`src/rtl/fsl_pkg.sv`:
```
package fsl_pkg;

  typedef enum logic [2:0] {
    RES_NONE        = 3'd0,
    RES_OK          = 3'd1,
    RES_UNSUPPORTED = 3'd2,
    RES_DONE_EARLY  = 3'd3,
    RES_TIMEOUT     = 3'd4
  } result_e;

  typedef enum logic [2:0] {
    SQ_IDLE,
    SQ_PROG,
    SQ_CHECK,
    SQ_LAT,
    SQ_DATA,
    SQ_TAIL,
    SQ_FINAL
  } seq_e;

  localparam logic [7:0] FILL_BYTE = 8'hFF;

  // bits needed to hold a count from 0 up to n
  function automatic int cnt_bits(input int n);
    return (n < 2) ? 1 : $clog2(n + 1);
  endfunction

  function automatic int max_of(input int a, input int b);
    return (a > b) ? a : b;
  endfunction

endpackage

```
`src/rtl/fsl_sync.sv`:
```
module fsl_sync #(
  parameter int STAGES = 2
) (
  input  logic clk,
  input  logic rst_n,
  input  logic d,
  output logic q
);
  logic [STAGES-1:0] ff;

  always_ff @(posedge clk or negedge rst_n) begin
    if (!rst_n) ff <= '0;
    else        ff <= {ff[STAGES-2:0], d};
  end

  assign q = ff[STAGES-1];
endmodule

```
`src/rtl/fsl_shifter.sv`:
```
module fsl_shifter
  import fsl_pkg::*;
#(
  parameter int CLK_DIV = 4
) (
  input  logic       clk,
  input  logic       rst_n,
  input  logic       load,
  input  logic [7:0] load_byte,
  output logic       busy,
  output logic       sclk,
  output logic       sdata
);
  localparam int DCW = cnt_bits(CLK_DIV);

  logic [7:0]     sh;
  logic [2:0]     bit_idx;
  logic [DCW-1:0] div_cnt;
  wire half_end = (div_cnt == DCW'(CLK_DIV - 1));

  always_ff @(posedge clk or negedge rst_n) begin
    if (!rst_n) begin
      busy    <= 1'b0;
      sclk    <= 1'b0;
      sdata   <= 1'b1;
      sh      <= '0;
      bit_idx <= '0;
      div_cnt <= '0;
    end else if (!busy) begin
      if (load) begin
        busy    <= 1'b1;
        sh      <= load_byte;
        sdata   <= load_byte[7];
        bit_idx <= '0;
        div_cnt <= '0;
      end
    end else if (!half_end) begin
      div_cnt <= div_cnt + 1'b1;
    end else begin
      div_cnt <= '0;
      if (!sclk) begin
        sclk <= 1'b1;
      end else begin
        sclk <= 1'b0;
        if (bit_idx == 3'd7) begin
          busy  <= 1'b0;
          sdata <= 1'b1;
        end else begin
          bit_idx <= bit_idx + 1'b1;
          sh      <= {sh[6:0], 1'b1};
          sdata   <= sh[6];
        end
      end
    end
  end
endmodule

```
`src/rtl/fpga_serial_loader.sv`:
```
module fpga_serial_loader
  import fsl_pkg::*;
#(
  parameter int PROG_CYCLES    = 100,
  parameter int LATENCY_CYCLES = 750000,
  parameter int CLK_DIV        = 4,
  parameter int MAX_FILL       = 64
) (
  input  logic       clk,
  input  logic       rst_n,
  input  logic       start,
  input  logic       partial,
  input  logic [7:0] in_data,
  input  logic       in_valid,
  input  logic       in_last,
  output logic       in_ready,
  input  logic       cfg_done,
  output logic       prog_n,
  output logic       cclk,
  output logic       sdata,
  output logic       busy,
  output logic [2:0] result,
  output logic       target_in_reset
);
  localparam int WCW = cnt_bits(max_of(PROG_CYCLES, LATENCY_CYCLES));
  localparam int FCW = cnt_bits(MAX_FILL);

  seq_e           state;
  result_e        res_q;
  logic           prog_q;
  logic [WCW-1:0] wait_cnt;
  logic [FCW-1:0] fill_cnt;
  logic           done_s;
  logic           sh_busy;
  logic           sh_load;
  logic [7:0]     sh_byte;

  // named events
  wire prog_release   = (state == SQ_PROG) && (wait_cnt == WCW'(PROG_CYCLES - 1));
  wire lat_end        = (state == SQ_LAT)  && (wait_cnt == WCW'(LATENCY_CYCLES - 1));
  wire byte_accept    = in_ready && in_valid;
  wire tail_idle      = (state == SQ_TAIL) && !sh_busy;
  wire fill_exhausted = (fill_cnt == FCW'(MAX_FILL));
  wire filler_load    = tail_idle && (done_s || !fill_exhausted);

  assign in_ready = (state == SQ_DATA) && !sh_busy;
  assign sh_load  = byte_accept || filler_load;
  assign sh_byte  = byte_accept ? in_data : FILL_BYTE;

  fsl_sync #(.STAGES(2)) u_done_sync (
    .clk(clk), .rst_n(rst_n), .d(cfg_done), .q(done_s)
  );

  fsl_shifter #(.CLK_DIV(CLK_DIV)) u_shifter (
    .clk(clk), .rst_n(rst_n), .load(sh_load), .load_byte(sh_byte),
    .busy(sh_busy), .sclk(cclk), .sdata(sdata)
  );

  always_ff @(posedge clk or negedge rst_n) begin
    if (!rst_n) begin
      state    <= SQ_IDLE;
      res_q    <= RES_NONE;
      prog_q   <= 1'b1;
      wait_cnt <= '0;
      fill_cnt <= '0;
    end else begin
      case (state)
        SQ_IDLE: if (start) begin
          if (partial) begin
            res_q <= RES_UNSUPPORTED;
          end else begin
            res_q    <= RES_NONE;
            prog_q   <= 1'b0;
            wait_cnt <= '0;
            fill_cnt <= '0;
            state    <= SQ_PROG;
          end
        end
        SQ_PROG: if (prog_release) begin
          prog_q <= 1'b1;
          state  <= SQ_CHECK;
        end else begin
          wait_cnt <= wait_cnt + 1'b1;
        end
        SQ_CHECK: if (done_s) begin
          res_q <= RES_DONE_EARLY;
          state <= SQ_IDLE;
        end else begin
          wait_cnt <= '0;
          state    <= SQ_LAT;
        end
        SQ_LAT: if (lat_end) state <= SQ_DATA;
                else         wait_cnt <= wait_cnt + 1'b1;
        SQ_DATA: if (byte_accept && in_last) state <= SQ_TAIL;
        SQ_TAIL: if (!sh_busy) begin
          if (done_s) begin
            state <= SQ_FINAL;
          end else if (fill_exhausted) begin
            res_q <= RES_TIMEOUT;
            state <= SQ_IDLE;
          end else begin
            fill_cnt <= fill_cnt + 1'b1;
          end
        end
        SQ_FINAL: if (!sh_busy) begin
          res_q <= RES_OK;
          state <= SQ_IDLE;
        end
        default: state <= SQ_IDLE;
      endcase
    end
  end

  assign prog_n          = prog_q;
  assign busy            = (state != SQ_IDLE);
  assign result          = res_q;
  assign target_in_reset = !done_s;
endmodule

```
`config.mk`:
```
export PLATFORM = sky130hd
export DESIGN_NAME = fpga_serial_loader
export DESIGN_NICKNAME = d
export VERILOG_FILES = /design/src/rtl/fsl_pkg.sv /design/src/rtl/fsl_sync.sv /design/src/rtl/fsl_shifter.sv /design/src/rtl/fpga_serial_loader.sv
export SDC_FILE = /design/constraint.sdc
export NUM_CORES = 1
export LEC_CHECK = 0
export BUFFER_PORTS_ARGS = -buffer_cell sky130_fd_sc_hd__buf_2
export CAP_MARGIN = 0
export CORE_UTILIZATION = 58
export CTS_CLUSTER_SIZE = 12
export DETAILED_ROUTE_END_ITERATION = 8
export PLACE_DENSITY_LB_ADDON = 0.3
export SYNTH_ARGS = -nofsm -noshare
export SYNTH_HDL_FRONTEND = slang
export SYNTH_SLANG_ARGS = --single-unit
```
`constraint.sdc`:
```
create_clock -name clk -period 2.2 [get_ports clk]
set_input_delay 0.22 -clock clk [delete_from_list [all_inputs] [get_ports clk]]
set_output_delay 0.22 -clock clk [all_outputs]
set_load 0.005 [all_outputs]
```
* Word level (Yosys, flattened, before mapping) *
Cells that the tools add are included.
Widths: inputs -> output; s select.

storage, ports and cells
  flip-flop bits (word level) = 52
  bits in latches = 0
  memory bits (writable) = 0
  ROM bits = 0
  input bits = 15
  output and inout bits = 9
  word-level logic and storage cells = 131
  memories = 0

operators by class
  add/subtract/negate cells = 4
  multiply operators = 0
  divide/modulo/power cells = 0
  order comparisons = 0
  equal/unequal tests = 29
  shift-type cells = 0
  multiplexer cells = 59
  bitwise operators = 0
  reductions and logical operators = 27

operators with widths
  cell                   count
  $mux 20                5
  $pmux 20 s4            1
  $mux 7                 10
  $mux 3                 22
  $ne 2x2->1 const B     15
  $pmux 3 s7             1
  $add 20x1->20 const B  1
  $eq 20x20->1 const B   1
  $eq 20x7->1 const B    1
  $mux 1                 14
  $pmux 7 s2             1
  $eq 3x3->1 const B     4
  $pmux 3 s4             1
  $reduce_and 6->1       2
  $eq 3x2->1 const B     3
  $mux 8                 1
  $reduce_and 4->1       2
  $reduce_and 8->1       1
  $reduce_bool 4->1      2
  $add 7x1->7 const B    1
  $eq 7x7->1 const B     1
  $logic_and 1x1->1      7
  $reduce_and 7->1       1
  $add 3x1->3 const B    2
  12 further kinds       19

* Logic depth before layout (Yosys ltp) *
Gate-level depths: netlist of the first run.

  depth after elaboration = 7
  gate-level depth with buffers = 9
  gate-level depth less buffers = 7

* By module *
Synthesis of the first run repeated with hierarchy kept, for this count alone.

unflattened totals
  cells, all modules = 322
  area, all modules = 3,022.9 sq um

modules (own cells, without submodules)
  module              times used  cells each  area an instance (sq um)
  fpga_serial_loader  1           259         2,208.4
  fsl_shifter         1           61          764.5
  fsl_sync            1           2           50.0

* Least setup slack after synthesis of the first run *
No wires, ideal clock.

  kind = register -> register
  from = register wait_cnt[0]
  to = register wait_cnt[17]
  library setup time = 0.124 ns
  arrival time = 1.895 ns
  data required time = 2.076 ns
  slack = 0.181 ns
  stages on the path, launching flop included = 10
  buffers on the path = 3
  period minus slack after synthesis = 2.019 ns
  path through = dfrtp_1 ha_1 and3_1 clkbuf_1 nand3_1 nor3_1 or2_1 buf_6 buf_8 a211o_1

between the ends
  word-level cells in the longest chain between the ends = 4
  elaborated cells between the ends (all ways) = 11
  classes of those cells = 1 x add/sub; 4 x eq/ne; 3 x mux; 3 x reduce/logical

RTL lines
  element                                                                line                      text
  start, declared                                                        fpga_serial_loader.sv:31  logic [WCW-1:0] wait_cnt;
  start signal, assigned                                                 fpga_serial_loader.sv:83  wait_cnt <= wait_cnt + 1'b1;
  start signal, assigned                                                 fpga_serial_loader.sv:93  else wait_cnt <= wait_cnt + 1'b1;
  parallel branches: the longest is 4 deep, another holds $add 20x1->20  --

Parallel ways; which one is timed is not known. The select of a mux whose other input is x is not followed.
A chain may end at the register's enable or synchronous reset.

* Worst setup path after layout of the first run *
  from = register state[0]
  to = register fill_cnt[5]

between the ends
  word-level cells in the longest chain between the ends = 3
  elaborated cells between the ends (all ways) = 10
  classes of those cells = 6 x eq/ne; 1 x mux; 3 x reduce/logical

RTL lines
  element                                                    line                       text
  start, declared                                            fpga_serial_loader.sv:28   seq_e state;
  start signal, assigned                                     fpga_serial_loader.sv:61   state <= SQ_IDLE;
  start signal, assigned                                     fpga_serial_loader.sv:76   state <= SQ_PROG;
  start signal, assigned                                     fpga_serial_loader.sv:81   state <= SQ_CHECK;
  $eq 3x3->1 or $logic_not 3->1 (tied branches)              fpga_serial_loader.sv:67   case (state)
  $ne 2x2->1 (no line) or $reduce_bool 2->1 (tied branches)  --
  $reduce_and 6->1 (no line)                                 --
  end signal, assigned                                       fpga_serial_loader.sv:102  fill_cnt <= fill_cnt + 1'b1;
  end, declared                                              fpga_serial_loader.sv:32   logic [FCW-1:0] fill_cnt;

Parallel ways exist; a longest one is shown, timed or not.

==> reports/qor.csv, run 1 <==
metric,value,unit
vias,2712,
final core occ,71.3,%
post-synthesis cell area,3020,sq um
"CP delay by family, top",compound AO/OA/AOI/OAI gates,
I/O pins,24,
CTS tree,yes,
RSZ-0062 raised after global routing,false,
Area after DPL,3330,sq um
Die Y,74.2,um
Cell Rows,25,
Die Wd,74.2,um
Min-Delay Endpoint,u_shifter.sh[0],
post-route clock period utilization,96.4,%
synthesized area per cell,9.33,sq um
nets,385,
Worst-Margin Slew,0.636,ns
gpl congestion,0.960,
Clock Sinks,52,
final WL,6.87,mm
Initial Utilization,62.0,%
Longest Clk Path Bufs,2,
"Slowest-stage cell, CP",a2111oi_0,
hold path cells,3,
fin. max-slew vios,0,
synthesis-stage register bit count,52,
Synth area leaders,"dfrtp_1, nand2_1, nand3_1, o21ai_0, nor3_1",
final instance area,3480,sq um
Clock Latency Late Sink,0.33,ns
asr flop ratio synth,100,%
outcome,"complete, no violations",
slew margin rel.,56.5,%
xor and xnor area share after synthesis,1.74,%
crit-path cells,nor4bb_1 -> o31ai_2 -> a2111oi_0 -> xnor2_1 -> nor2_1,
ANT nets after route,0,
largest net degree at the start of global routing,28,
setup TNS,0,ns
Bufs and invs on worst path,0,
vias in the first global route,2364,
Starting DRT DRC Count,270,
Final WS setup,0.0788,ns
Pwr Density,693,nW/um^2
pre-CTS setup slack,0.0777,ns
Peak Freq,471,MHz
Hold Crit Class,in -> reg,
hold_ws,0.140,ns
largest family of logic cells by synthesized area,simple AND/OR/NAND/NOR gates,
Crit Path Class,reg -> reg,
Placed Cells,420,
Yosys top cell by area,dfrtp_1,
PortBufs,23,
clock-pin slew on the worst setup and hold paths,0.11,ns
sequential cell area fraction in the yosys report,43.1,%
Compound-Gate Fraction of Synth Area,22.0,%
CTS Buf Count,5,
Post-Synth Simple-Gate Area,24.1,%
Antenna Diode Count,0,
GRT overflow,0,
Core Box Area,4880,sq um
maximum vdd drop,470,uV
R2R depth,5,
total power,2.41,mW
Worst R2R Start,state[0],
leak pwr,1.64,nW
most frequent cells in the layout,"dfrtp_1, buf_4, nand2_1",
vias per inst,6.28,
fin crit period,2.12,ns
Worst Path Max Fanout,8,
routed len/inst,15.9,um
dpl hpwl,4.94,mm
post-synthesis mux area share,1.49,%
FF-to-FF End,fill_cnt[5],
final setup skew,0.0138,ns
Syn-to-layout area delta,15.1,%
r2r setup slk,0.08,ns
crit path DAT,2.33,ns
maximum capacitance violations,0,
YS warnings,0,
global-route wire length before repair,11.1,mm
top cell type's share of synthesized area,41.4,%
count of final hold-check violations,0,
"most common cell after layout, fill and taps aside",dfrtp_1,
DRC,0,
CTS H-tree depth,2,
number of enable flip-flop cells after synthesis,0,
share of cells above drive strength 1,21.4,%
library cells used by synthesis,61,
die footprint,5510,sq um
Layout Cells excl Fill,432,
Detailed Routing Iterations Pass 1,5,
Critical Path RT,2.41,ns
CP Capture Type,flop,
clk root buf,clkbuf_8,
initial antenna violation count,0,
CP peak stage delay,0.65,ns
Post-Synth Adder-Cell Area,2.48,%
final setup vio count,0,
CP Launch Type,flop,
most common flop cell mapped by yosys,dfrtp_1,
hold path start,in_data[0],
Post-Syn Nets,345,
gr usage total,26.7,%
Syn Inst Count,324,
## per-layer routing
metal	global-route usage (%)	share of wire (%)
met5	0	0
met4	8.39	1.4
met3	6.64	5.9
met2	40.4	46
met1	38.0	47
## worst register-to-register path, cell delays in order, from the launching register on
cell and delay, ns:
dfrtp_1 0.49, nor4bb_1 0.43, o31ai_2 0.18, a2111oi_0 0.65, xnor2_1 0.20, nor2_1 0.05
## flip-flops by register name, indices dropped and copies added, names as in the netlist
register and cells:
u_shifter.bit_idx 3, fill_cnt 7, u_shifter.sh 7, prog_n 1, u_done_sync.ff 2, u_shifter.div_cnt 3
state 3, u_shifter.busy 1, wait_cnt 20, u_shifter.sdata 1, u_shifter.sclk 1, result 3
## Yosys cell counts, types with 3 or more instances
master    number
dfrtp_1       50
nand2_1       28
nand3_1       20
nor2_1        19
o21ai_0       19
nor3_1        16
clkbuf_1      13
nor4_1        10
nand4_1        9
a211o_1        8
a21oi_1        8
inv_1          8
o22ai_1        8
and3_1         7
buf_2          6
ha_1           6
a211oi_1       5
nand2b_1       5
xnor2_1        5
a22o_1         4
mux2_2         4
o22a_1         4
a31oi_1        3
nor3b_1        3
o211a_1        3
o31a_1         3
o31ai_1        3
## logic make-up after synthesis
logic type / after synthesis
buffers and inverters: 32
muxes: 4
adders and majority gates: 6
xor gates and xnor gates: 6
DFF: 52
AOI/OAI and AO/OA: 88
and+or+nand+nor: 136
## layout make-up
class	instances	area [sq um]
flip-flops and latches	52	1300
multi-input cells	240	1590
well taps	67	83.8
clock inverters	3	27.5
repair buffers	55	373
inverters	10	37.5
clock buffers	5	68.8
fillers	364	1400
## where the power goes
group | leakage (nW) | internal [mW] | total (mW) | switching (mW)
logic | 0.896 | 0.285 | 0.704 | 0.418
clock network | 0.0463 | 0.234 | 0.593 | 0.359
registers | 0.696 | 1.03 | 1.12 | 0.0811
total | 1.64 | 1.55 | 2.41 | 0.859
## what timing repair did
action                                  in CTS  in global routing
endpoints found under the setup margin       0                 11
setup buffers                                0                  2
hold endpoints to repair                    26                  0
hold buffers                                 2                  0
resized for setup                            0                  4
## how the worst max path moves through the flow
stage | start | end | slack, ns | cells past startpoint
after CTS | wait_cnt[0] | wait_cnt[0] | 0.05 | 6
after global routing | wait_cnt[0] | wait_cnt[0] | 0.02 | 8
after floorplan | wait_cnt[0] | wait_cnt[17] | 0.18 | 9
final | state[0] | fill_cnt[5] | 0.08 | 5
after detailed placement | wait_cnt[0] | wait_cnt[0] | 0.08 | 6
after global placement | wait_cnt[0] | wait_cnt[0] | 0.19 | 6
(Power assumes the default switching activity.)
==> run 2, diff against run 1 <==
clock period = 2.7 ns   (was 2.2 ns; I/O delays follow)
==> run 2 against run 1 <==
Net effect: core utilization shrank 4.1 points; critical path type unchanged; sequential share of layout area grew 2.3 points; global-route usage shrank 1.2 points; routed wire length shrank 3.5%; combinational power shrank 34%.
==> reports/qor.csv, run 2 (synthesized netlist as in run 1, its figures left out) <==
metric,value,unit
most frequent cells in the layout,"dfrtp_1, nand2_1, buf_2",
Syn-to-layout area delta,8.48,%
Peak Freq,457,MHz
Layout Cells excl Fill,408,
post-CTS setup buffer count,0,
"Most flops, register",wait_cnt,
crit path launch,wait_cnt[5],
Die Y,74.2,um
Placed Cells,399,
hold_ws,0.0609,ns
hold path cells,1,
Pwr Density,594,nW/um^2
fillers,380,
gr usage total,25.5,%
CP Launch Type,flop,
final WL,6.63,mm
nets,361,
Crit Path Class,reg -> reg,
crit path DAT,2.38,ns
CP Capture Type,flop,
PortBufs,23,
R2R depth,5,
share of cells above drive strength 1,15.2,%
RSZ-0062 raised after global routing,false,
Critical Path RT,2.89,ns
final setup vio count,0,
I/O pins,24,
slew margin rel.,46.4,%
Worst-Margin Slew,0.803,ns
"most common cell after layout, fill and taps aside",dfrtp_1,
CTS Buf Count,5,
post-route clock period utilization,81.0,%
hold path start,cfg_done,
clk root buf,clkbuf_8,
max reg flops,20,
Detailed Routing Iterations Pass 1,6,
vias,2639,
top flop regs,"wait_cnt: 20 flops, fill_cnt: 7 flops, u_shifter.sh: 7 flops",
outcome,"complete, no violations",
global-route wire length before repair,10.8,mm
vias in the first global route,2269,
area of the multi-input gates,1570,sq um
setup TNS,0,ns
Clock Sinks,52,
gpl congestion,0.965,
die footprint,5510,sq um
Starting DRT DRC Count,296,
Die Wd,74.2,um
pre-CTS setup slack,0.553,ns
leak pwr,1.52,nW
ANT nets after route,0,
vias per inst,6.47,
Longest Clk Path Bufs,2,
hold buffers post-CTS,1,
fin crit period,2.19,ns
DRC,0,
fin. max-slew vios,0,
CTS tree,yes,
largest net degree at the start of global routing,39,
maximum vdd drop,347,uV
Resize count post-CTS,0,
Cell Rows,25,
count of final hold-check violations,0,
final setup skew,0.0146,ns
clock-pin slew on the worst setup and hold paths,0.10,ns
register area,1300,sq um
Clock Latency Late Sink,0.31,ns
Worst Path Max Fanout,9,
GRT overflow,0,
Initial Utilization,62.0,%
Final WS setup,0.513,ns
Worst R2R Start,wait_cnt[5],
routed len/inst,16.3,um
Core Box Area,4880,sq um
total power,1.95,mW
maximum capacitance violations,0,
initial antenna violation count,0,
Antenna Diode Count,0,
CTS H-tree depth,2,
Hold Crit Class,in -> reg,
dpl hpwl,4.64,mm
## run 2: metrics by stage
stage	util (%)	cell area, sq um
final	67.2	3280
after global routing	67.2	3280
after CTS	67.2	3280
after detailed placement	64.7	3160
after global placement	64.7	3160
after floorplan	-	3020
## run 2: where the power goes
part	internal, mW	leakage (nW)	switching (mW)
combinational	0.175	0.768	0.294
clock	0.280	0.0558	0.264
sequential	0.842	0.696	0.0938
total	1.30	1.52	0.651
## run 2: layout make-up
cell class | count | area share, %
clock buffers | 6 | 2.21
clock inverters | 2 | 1.18
inverters | 10 | 1.14
multi-input cells | 240 | 47.7
flip-flops and latches | 52 | 39.7
well taps | 67 | 2.56
repair buffers | 31 | 5.42
## run 2: per-layer routing
layer  global-route usage (%)  vias up  part of all wire [%]
met1                     35.7     1273                    45
met3                     5.01        9                   5.9
met5                        0        -                     0
met2                     40.4       97                    48
met4                     7.76        0                  0.78
li1                         -     1260                     -
## run 2: worst max-delay path: stages (launching register included)
cell and delay [ns]:
dfrtp_1 0.51, nand4_1 0.21, nor4_1 0.69, and3_1 0.29, nor3_1 0.07, a211o_1 0.29
## run 2: worst paths after layout
check                                    endpoint  slack, ns
worst min register to register  u_done_sync.ff[1]       0.36
min in group asynchronous             fill_cnt[3]       0.38
max in group asynchronous         u_shifter.sdata       1.51
worst max-delay path                 wait_cnt[17]       0.51
worst min-delay path            u_done_sync.ff[0]       0.06
worst max register to register       wait_cnt[17]       0.51
==> run 3, diff against run 2 <==
CORE_UTILIZATION = 54   (was 58)
clock period = 1.85 ns   (was 2.7 ns; I/O delays follow)
==> run 3 against run 2 <==
Net effect: the run now ends with setup timing left; hold slack improved by 0.069 ns; clock power rose by 52%; sequential cell count unchanged; global-route usage rose by 3.1 points; count of clock-buffer cells in the layout is 1 lower; maximum frequency rose by 8.9%; total power grew 75%; register-to-register slack got worse by 0.67 ns; design area rose by 30%; critical path type unchanged; largest power group unchanged.
==> reports/qor.csv, run 3 (synthesized netlist as in run 1, its figures left out) <==
metric,value,unit
outcome,"finished, violations left",
failing checks,setup timing,
dpl hpwl,5.52,mm
count of final hold-check violations,0,
Critical Path RT,2.05,ns
GRT met2 Usage,49.6,%
grt met3 use,4.64,%
GR Layer Usage met1,35.5,%
top flop regs,"wait_cnt: 20 flops, fill_cnt: 7 flops, u_shifter.sh: 7 flops",
CTS tree,yes,
Worst-Margin Slew,0.614,ns
slew margin rel.,59.1,%
Longest Clk Path Bufs,2,
final WL,9.53,mm
nets,435,
Core Box Area,5240,sq um
r2r setup slk,-0.16,ns
pre-CTS setup slack,-0.148,ns
global-route wire length before repair,13.3,mm
CP peak stage delay,0.43,ns
R2R depth,6,
Clock Sinks,52,
routed len/inst,19.6,um
gr usage total,28.6,%
clk root buf,clkbuf_8,
Worst Path Max Fanout,7,
RSZ-0062 raised after global routing,true,
Starting DRT DRC Count,260,
post-route clock period utilization,109,%
hold_ws,0.130,ns
CTS H-tree depth,2,
GRT overflow,0,
crit path launch,state[1],
final core occ,81.2,%
ANT nets after route,0,
final setup skew,0.0157,ns
fin. max-slew vios,0,
I/O pins,24,
most frequent cells in the layout,"buf_4, dfrtp_1, buf_2",
setup TNS,-2.94,ns
vias,3122,
Antenna Diode Count,0,
vias in the first global route,2789,
Die Wd,76.8,um
CP Capture Type,flop,
Worst R2R Start,state[1],
Hold Crit Class,in -> reg,
crit path DAT,2.21,ns
FF-to-FF End,wait_cnt[3],
PortBufs,23,
Syn-to-layout area delta,40.7,%
Die Y,76.8,um
global-route layer with the greatest usage,met2,
Detailed Routing Iterations Pass 1,5,
Peak Freq,498,MHz
largest net degree at the start of global routing,30,
Layout Cells excl Fill,485,
die footprint,5900,sq um
Initial Utilization,57.7,%
share of cells above drive strength 1,41.7,%
clock-pin slew on the worst setup and hold paths,0.11,ns
CP Launch Type,flop,
"most common cell after layout, fill and taps aside",buf_4,
leak pwr,2.00,nW
vias per inst,6.44,
Pwr Density,802,nW/um^2
Final WS setup,-0.158,ns
DRC,0,
"Most flops, register",wait_cnt,
CTS Buf Count,5,
"Slowest-stage cell, CP",dfrtp_1,
Clock Latency Late Sink,0.32,ns
maximum vdd drop,477,uV
Cell Rows,26,
max reg flops,20,
initial antenna violation count,0,
crit-path cells,or3b_4 -> a31oi_4 -> o41ai_4 -> or2_4 -> buf_6 -> a211o_1,
maximum capacitance violations,0,
Placed Cells,465,
Crit Path Class,reg -> reg,
gpl congestion,0.927,
final setup vio count,39,
crit path capture,wait_cnt[3],
fin crit period,2.01,ns
run 3: cell count changes in the layout (fill, tap and decap cells not counted), sizes merged:
cell | before | now
buf | 30 | 102
clkinvlp | 0 | 1
dlygate4sd3 | 1 | 2
run 3: worst min path at each step:
stage / from / endpoint / slack, ns / cells after the start
finish: in_data[3] / u_shifter.sh[3] / 0.13 / 3
global route: in_data[0] / u_shifter.sh[0] / 0.13 / 3
floorplan: rst_n / fill_cnt[0] / -0.11 / 0
detailed placement: rst_n / fill_cnt[1] / 0.22 / 1
global placement: rst_n / fill_cnt[1] / 0.21 / 1
CTS: in_data[0] / u_shifter.sh[0] / 0.13 / 3
run 3: cell type report:
type	count	area, sq um
fill	294	982
clock inverter	3	46.3
timing repair buffer	105	821
inverter	10	37.5
tap	70	87.6
multi-input combinational	240	1890
sequential	52	1310
clock buffer	5	68.8
run 3: power breakdown:
group | internal (mW) | switching, mW
registers | 1.23 | 0.0771
clock network | 0.408 | 0.420
logic | 0.577 | 0.700
run 3: timing repair:
item                       in CTS  in global routing
gates resized for setup        28                 52
cloned                          1                  1
hold endpoints to repair       23                  0
setup endpoints to repair      39                 46
setup buffers                   4                  4
pin swaps                      16                 18
hold buffers                    2                  0
run 3: critical path, delay by kind of cell, from the launching register on:
kind / cells / cell delay [ns]
buffers and inverters: 1 / 0.15
DFF: 1 / 0.43
AOI/OAI and AO/OA: 3 / 0.61
and+or+nand+nor: 2 / 0.70
run 3: metal layers:
| metal | vias to the layer above | wire length [um] | share of wire, % |
|---|---|---|---|
| li1 | 1408 | - | - |
| met1 | 1530 | 3780 | 40 |
| met2 | 151 | 4890 | 51 |
| met3 | 33 | 573 | 6.0 |
| met4 | 0 | 289 | 3.0 |
| met5 | - | 0 | 0 |
run 3: per-stage QoR:
step	power, mW	instance area [sq um]
4_1_cts	3.25	3990
6_report	3.41	4260
2_1_floorplan	1.89	3060
3_5_place_dp	2.35	3700
3_3_place_gp	2.33	3700
5_1_grt	3.54	4260
